## src/rtl/dpe_pkg.sv

```systemverilog
package dpe_pkg;
  localparam int NUM_BUS = 2;

  typedef struct packed {
    logic src0;   // bus carrying operand 0 read
    logic src1;   // bus carrying operand 1 read
    logic hold0;  // operand 0 result captured during a wait
    logic fwd1;   // operand 1 takes operand 0 write data
    logic we0;
    logic we1;
  } rsp_meta_t;
endpackage

```

## src/rtl/dpe_route.sv

```systemverilog
module dpe_route #(
  parameter int ADDR_W   = 6,
  parameter int REG_BITS = 2
) (
  input  logic [(1<<REG_BITS)-1:0] cfg_single,
  input  logic [ADDR_W-1:0]        addr0,
  input  logic [ADDR_W-1:0]        addr1,
  input  logic                     second,
  output logic [1:0]               bus_en,
  output logic [1:0]               bus_sel,
  output logic                     op0_bus,
  output logic                     op1_bus,
  output logic                     collide
);
  logic [REG_BITS-1:0] r0, r1;
  logic s0, s1, h0, h1;

  assign r0 = addr0[ADDR_W-1 -: REG_BITS];
  assign r1 = addr1[ADDR_W-1 -: REG_BITS];
  assign s0 = cfg_single[r0];
  assign s1 = cfg_single[r1];
  assign h0 = r0[0];
  assign h1 = r1[0];

  always_comb begin
    collide = s0 && s1 && (h0 == h1);
    if (s0) begin
      op0_bus = h0;
      op1_bus = s1 ? h1 : ~h0;
    end else if (s1) begin
      op1_bus = h1;
      op0_bus = ~h1;
    end else begin
      op0_bus = 1'b0;
      op1_bus = 1'b1;
    end
    bus_en  = '0;
    bus_sel = '0;
    if (collide) begin
      bus_en[h0]  = 1'b1;
      bus_sel[h0] = second;
    end else begin
      bus_en           = 2'b11;
      bus_sel[op1_bus] = 1'b1;
    end
  end
endmodule

```

## src/rtl/dpe_region.sv

```systemverilog
module dpe_region #(
  parameter int IDX_W  = 4,
  parameter int DATA_W = 8,
  parameter int HOME   = 0
) (
  input  logic                   clk,
  input  logic                   rst_n,
  input  logic                   single,
  input  logic [1:0]             en,
  input  logic [1:0]             we,
  input  logic [1:0][IDX_W-1:0]  addr,
  input  logic [1:0][DATA_W-1:0] wdata,
  output logic [1:0][DATA_W-1:0] rdata
);
  localparam int DEPTH = 1 << IDX_W;
  logic [DATA_W-1:0] mem [DEPTH];

  always_ff @(posedge clk) begin
    for (int p = 0; p < 2; p++) begin
      if (en[p] && !we[p]) rdata[p] <= mem[addr[p]];
    end
    for (int p = 0; p < 2; p++) begin
      if (en[p] && we[p]) mem[addr[p]] <= wdata[p];
    end
  end

  // A single-port bank is only ever reached through its home bus.
  p_single_one_port_r2: assert property (@(posedge clk) disable iff (!rst_n)
    single |-> !en[1-HOME]);
endmodule

```

## src/rtl/dpe_arbiter.sv

```systemverilog
module dpe_arbiter #(
  parameter int ADDR_W   = 6,
  parameter int DATA_W   = 8,
  parameter int REG_BITS = 2,
  parameter int CNT_W    = 16
) (
  input  logic                     clk,
  input  logic                     rst_n,
  input  logic [(1<<REG_BITS)-1:0] cfg_single,
  input  logic                     in_valid,
  output logic                     in_ready,
  input  logic [ADDR_W-1:0]        addr0,
  input  logic                     we0,
  input  logic [DATA_W-1:0]        wdata0,
  input  logic [ADDR_W-1:0]        addr1,
  input  logic                     we1,
  input  logic [DATA_W-1:0]        wdata1,
  output logic                     rsp_valid,
  output logic [DATA_W-1:0]        rdata0,
  output logic [DATA_W-1:0]        rdata1,
  output logic [CNT_W-1:0]         stall_count
);
  import dpe_pkg::*;
  localparam int NREG  = 1 << REG_BITS;
  localparam int IDX_W = ADDR_W - REG_BITS;

  logic second, collide, op0_bus, op1_bus, accept;
  logic [1:0] bus_en, bus_sel;
  logic [NUM_BUS-1:0][ADDR_W-1:0] bus_addr;
  logic [NUM_BUS-1:0]             bus_we;
  logic [NUM_BUS-1:0][DATA_W-1:0] bus_wd;
  logic [NUM_BUS-1:0][DATA_W-1:0] bus_rd;
  logic [REG_BITS-1:0]            bus_reg_q [NUM_BUS];
  logic [1:0][DATA_W-1:0]         rg_rd [NREG];
  rsp_meta_t                      meta_q;
  logic [DATA_W-1:0]              hold_q, fwd_q;

  dpe_route #(.ADDR_W(ADDR_W), .REG_BITS(REG_BITS)) i_route (
    .cfg_single(cfg_single), .addr0(addr0), .addr1(addr1), .second(second),
    .bus_en(bus_en), .bus_sel(bus_sel), .op0_bus(op0_bus), .op1_bus(op1_bus),
    .collide(collide));

  assign in_ready = !collide || second;
  assign accept   = in_valid && in_ready;

  always_comb begin
    for (int b = 0; b < NUM_BUS; b++) begin
      bus_addr[b] = bus_sel[b] ? addr1  : addr0;
      bus_we[b]   = bus_sel[b] ? we1    : we0;
      bus_wd[b]   = bus_sel[b] ? wdata1 : wdata0;
      bus_rd[b]   = rg_rd[bus_reg_q[b]][b];
    end
  end

  for (genvar k = 0; k < NREG; k++) begin : g_region
    logic [1:0]             en_k;
    logic [1:0][IDX_W-1:0]  idx_k;
    always_comb begin
      for (int b = 0; b < NUM_BUS; b++) begin
        en_k[b]  = in_valid && bus_en[b] &&
                   (bus_addr[b][ADDR_W-1 -: REG_BITS] == REG_BITS'(k));
        idx_k[b] = bus_addr[b][IDX_W-1:0];
      end
    end
    dpe_region #(.IDX_W(IDX_W), .DATA_W(DATA_W), .HOME(k % 2)) i_region (
      .clk(clk), .rst_n(rst_n), .single(cfg_single[k]), .en(en_k),
      .we(bus_we), .addr(idx_k), .wdata(bus_wd), .rdata(rg_rd[k]));
  end

  always_ff @(posedge clk) begin
    if (!rst_n) begin
      second      <= 1'b0;
      rsp_valid   <= 1'b0;
      stall_count <= '0;
      meta_q      <= '0;
      hold_q      <= '0;
      fwd_q       <= '0;
      for (int b = 0; b < NUM_BUS; b++) bus_reg_q[b] <= '0;
    end else begin
      second    <= in_valid && collide && !second;
      rsp_valid <= accept;
      if (in_valid && !in_ready) stall_count <= stall_count + 1'b1;
      for (int b = 0; b < NUM_BUS; b++) begin
        if (in_valid && bus_en[b]) bus_reg_q[b] <= bus_addr[b][ADDR_W-1 -: REG_BITS];
      end
      if (accept) begin
        meta_q.src0  <= op0_bus;
        meta_q.src1  <= op1_bus;
        meta_q.hold0 <= collide;
        meta_q.fwd1  <= !collide && we0 && !we1 && (addr0 == addr1);
        meta_q.we0   <= we0;
        meta_q.we1   <= we1;
        fwd_q        <= wdata0;
        if (collide) hold_q <= bus_rd[op0_bus];
      end
    end
  end

  assign rdata0 = meta_q.we0  ? '0 :
                  meta_q.hold0 ? hold_q : bus_rd[meta_q.src0];
  assign rdata1 = meta_q.we1  ? '0 :
                  meta_q.fwd1 ? fwd_q  : bus_rd[meta_q.src1];

  logic sp0_chk, sp1_chk;
  assign sp0_chk = cfg_single[addr0[ADDR_W-1 -: REG_BITS]];
  assign sp1_chk = cfg_single[addr1[ADDR_W-1 -: REG_BITS]];

  p_wait_single_cycle_r4: assert property (@(posedge clk) disable iff (!rst_n)
    (in_valid && !in_ready) |=> (!in_valid || in_ready));
  p_rsp_follows_accept_r3: assert property (@(posedge clk) disable iff (!rst_n)
    (in_valid && in_ready) |=> rsp_valid);
  p_no_rsp_in_wait_r10: assert property (@(posedge clk) disable iff (!rst_n)
    (in_valid && !in_ready) |=> !rsp_valid);
  p_stall_count_r8: assert property (@(posedge clk) disable iff (!rst_n)
    (in_valid && !in_ready) |=> (stall_count == $past(stall_count) + 1'b1));
  p_steer_no_wait_r5: assert property (@(posedge clk) disable iff (!rst_n)
    (in_valid && !(sp0_chk && sp1_chk)) |-> in_ready);
endmodule

```

## config.mk

```make
export PLATFORM = sky130hd
export DESIGN_NAME = dpe_arbiter
export DESIGN_NICKNAME = d
export VERILOG_FILES = /design/src/rtl/dpe_pkg.sv /design/src/rtl/dpe_route.sv /design/src/rtl/dpe_region.sv /design/src/rtl/dpe_arbiter.sv
export SDC_FILE = /design/constraint.sdc
export NUM_CORES = 1
export LEC_CHECK = 0
export BUFFER_PORTS_ARGS = -buffer_cell sky130_fd_sc_hd__buf_2
export CORE_MARGIN = 2
export CORE_UTILIZATION = 50
export DETAILED_ROUTE_END_ITERATION = 10
export HOLD_SLACK_MARGIN = 0.06
export PLACE_DENSITY = 0.75
export SLEW_MARGIN = 20
export SYNTH_ARGS = -nofsm -noshare
export SYNTH_HDL_FRONTEND = slang
export SYNTH_HIERARCHICAL = 1
export SYNTH_SLANG_ARGS = --single-unit
```

## constraint.sdc

```tcl
create_clock -name clk -period 7 [get_ports clk]
set_input_delay 1.05 -clock clk [delete_from_list [all_inputs] [get_ports clk]]
set_output_delay 1.05 -clock clk [all_outputs]
set_load 0.01 [all_outputs]
```

==> metrics.md <==
| Metric | Value |
|---|---|
| GRT overflow | `0` |
| CTS resizes | `0` |
| Final WL | `105.8 mm` |
| Area Overhead vs Synth | `8.914%` |
| Cells after Synth | `2322` |
| Initial Util | `approximately half` |
| DP HPWL | `approximately 67 mm` |
| Initial antenna violation count | `1` |
| Area of the multi-input gates | `16690 sq um` |
| IO Pins | `about 70` |
| Hold Path Class | `reg2reg` |
| Sw Share | `between 20% and 30%` |
| Worst R2R Path Depth | `8` |
| Critical Path Source Type | `input pin` |
| Cell family with most CP delay | `simple AND/OR/NAND/NOR gates` |
| Layout cells sized above 1 | `a little under half` |
| H-tree depth | `3` |
| Most area-hungry cell type in the Yosys netlist | `edfxtp_1` |
| TritonCTS clock tree | `built` |
| Worst-margin pin slew | `~1.2 ns` |
| Global Route Usage Sum | `~28%` |
| Setup violators final | `0` |
| Critical-path top delay cell | `nor2_1` |
| RSZ-0062 raised after global routing | `false` |
| Hold Buf Count CTS | `0` |
| Syn_area_per_cell | `around 15 sq um` |
| Clk network pwr share | `between 30% and 40%` |
| Post-DRT Antenna Nets | `0` |
| P_int | `between 0.007 and 0.008 W` |
| Site Rows | `between 90 and 100` |
| DR vias | `approximately 23000` |
| DRC Markers | `0` |
| Cts bufs inserted | `between 60 and 70` |
| Syn nets | `between 2000 and 2500` |
| Die W | `around 270 um` |
| Drt pass-1 iters | `8` |
| Rel. slew slack | `21.83%` |
| Worst EP required | `~7.2 ns` |
| Setup TNS | `0 ns` |
| Clk_lat worst skew | `about 0.6 ns` |
| Worst-path fanout max | `16` |
| CP Cell Sequence | `buf_2 > mux4_2 > and2_1 > o21a_1 > mux2i_1 > or2_2 > nor2_1 > and4bb_2 > nor2b_1 > o21bai_1` |
| Post-synthesis sequential area ratio | `roughly half` |
| Nets | `2316` |
| TritonCTS Sinks | `620` |
| Maximum vdd drop | `roughly 0.00018 V` |
| Yosys cell types | `51` |
| #FFs+latches synth | `620` |
| First-pass GRT wire length | `between 150 and 200 mm` |
| # Max-Cap Violations | `0` |
| Avg Vias per Cell | `slightly above 7` |
| Crit path depth | `10` |
| Final Critical Period | `5.186 ns` |
| Post-CTS setup buffers | `0` |
| Clock skew | `about 0.025 ns` |
| Largest net degree at the start of global routing | `114` |
| Final slew viol count | `0` |
| Crit path arrival time | `roughly 5.4 ns` |
| CTS Buffer Depth | `3` |
| Reg area | `18220 sq um` |
| Die Ht | `271.8 um` |
| Gpl congestion | `0.9485` |
| Core area | `about 71000 sq um` |
| Final hold vios | `0` |
| Sequential power share | `between 40% and 50%` |
| Fill cell count | `between 5000 and 6000` |
| Commonest non-fill, non-tap cell in the layout | `edfxtp_1` |
| Total power draw | `~0.0097 W` |
| Worst-path clk slew | `0.06 ns` |
| Comb power frac | `between 15 and 20%` |
| PD cells | `approximately 250 nW/um^2` |
| Hold depth | `2` |
| Yosys Warn Count | `6` |
| Commonest cells after routing, fill and taps aside | `580 x edfxtp_1, 471 x mux2_2, 273 x mux4_2` |
| Crit Path Category | `in2reg` |
| Max incr delay on CP | `approximately 0.8 ns` |
| P_leak | `around 13 nW` |
| Root Buffer | `clkbuf_16` |
| Routed length per instance | `~32 um` |
| Synth area leaders | `edfxtp_1 49%, mux4_2 17%, mux2_2 15%` |
| WP buf/inv | `1` |
| Status | `complete, no violations` |
| Fmax | `between 150 and 200 MHz` |
| Port bufs | `70` |
| Number of global-route vias before repair | `between 20000 and 25000` |
| Die area | `~74000 sq um` |
| Synth top area share | `roughly 49%` |
| Initial drt markers | `3355` |
| Crit path capture type | `flip-flop` |
| Mapped cell area | `35850 sq um` |
| Final period util | `74.08%` |
| Switching power | `approximately 0.0026 W` |
-- flip-flops by register name, summed over array words and instances, names as in the netlist --
| register | cells |
|---|---|
| second | 1 |
| fwd_q | 8 |
| g_region.i_region/rdata | 64 |
| g_region.i_region/mem | 512 |
| stall_count | 16 |
| bus_reg_q | 4 |
| meta_q | 6 |
| hold_q | 8 |
| rsp_valid | 1 |
-- worst min-delay path, delay by kind of cell, from the launching register on --
kind / cells / cell delay, ns
compound gates: 1 / 0.06
flops: 1 / 0.31
simple gates: 1 / 0.05
-- kinds of logic after synthesis --
family | count (synthesis) | synth area share [%]
and+or+nand+nor | 390 | 6.251
adders and majority gates | 1 | 0.03490
muxes | 823 | 35.02
buffers and inverters | 221 | 2.827
AOI/OAI and AO/OA | 252 | 4.680
DFF | 620 | 50.82
xor gates and xnor gates | 15 | 0.3665
-- path summary, 6_finish.rpt --
path                               from                                  endpoint  slack (ns)
setup / recovery               addr1[4]  g_region[2].i_region/mem[3][4]$_DFFE_PP_        1.81
hold / removal    fwd_q[6]$_SDFFE_PN0P_                     fwd_q[6]$_SDFFE_PN0P_        0.46
setup reg to reg      second$_SDFF_PN0_  g_region[2].i_region/mem[3][4]$_DFFE_PP_        2.48
hold reg to reg   fwd_q[6]$_SDFFE_PN0P_                     fwd_q[6]$_SDFFE_PN0P_        0.46
-- power groups by stage --
stage               Sequential, W  Clock, W  Combinational (W)
global route              0.00423   0.00389            0.00183
finish                    0.00422   0.00372            0.00177
CTS                       0.00422   0.00375            0.00172
global placement          0.00430         0            0.00167
detailed placement        0.00430         0            0.00171
floorplan                 0.00428         0            0.00120
-- routing by layer --
| metal | up-vias | global-route usage (%) | routed length (um) |
|---|---|---|---|
| met3 | 289 | 6.546 | 12920 |
| met1 | 11980 | 38.71 | 39400 |
| met5 | - | 0 | 0 |
| met2 | 1829 | 44.05 | 49230 |
| li1 | 9328 | - | - |
| met4 | 0 | 11.83 | 4287 |
-- area by class of cell --
type	count	share of cell area (%)
inverters	1	0.009614
flip-flops and latches	620	46.66
diodes	1	0.006409
clock inverters	40	1.189
repair buffers	108	1.743
clock buffers	77	4.608
multi-input cells	1481	42.74
well taps	950	3.044
-- synth_stat cells (all sizes together) --
master,number
a21oi,19
a22oi,128
and2,11
and2b,4
and3,2
and3b,2
and4,3
and4bb,4
buf,107
clkbuf,113
dfxtp,40
edfxtp,580
ha,1
inv,1
mux2,540
mux2i,10
mux4,273
nand2,121
nand2b,35
nand3,7
nand4,12
nand4b,17
nand4bb,1
nor2,82
nor2b,40
nor3,21
nor3b,1
nor4,1
o211ai,1
o21a,3
o21ai,36
o21bai,4
o22ai,61
or2,10
or3,15
or4b,1
xnor2,6
xor2,9
-- metrics by stage --
step | utilization, % | cell area, sq um | hold WS (ns) | cells | setup WS, ns
after CTS | 54.75 | 39000 | 0.4597 | 3275 | 1.961
after global routing | 54.80 | 39040 | 0.4733 | 3277 | 1.694
final | 54.81 | 39040 | 0.4619 | 3278 | 1.814
after floorplan | - | 35850 | 0.4367 | 2322 | 2.526
after detailed placement | 51.57 | 36740 | 0.4515 | 3158 | 1.363
after global placement | 51.57 | 36740 | 0.4460 | 3158 | 1.477
Note: power is estimated with default switching activity, not from simulation.
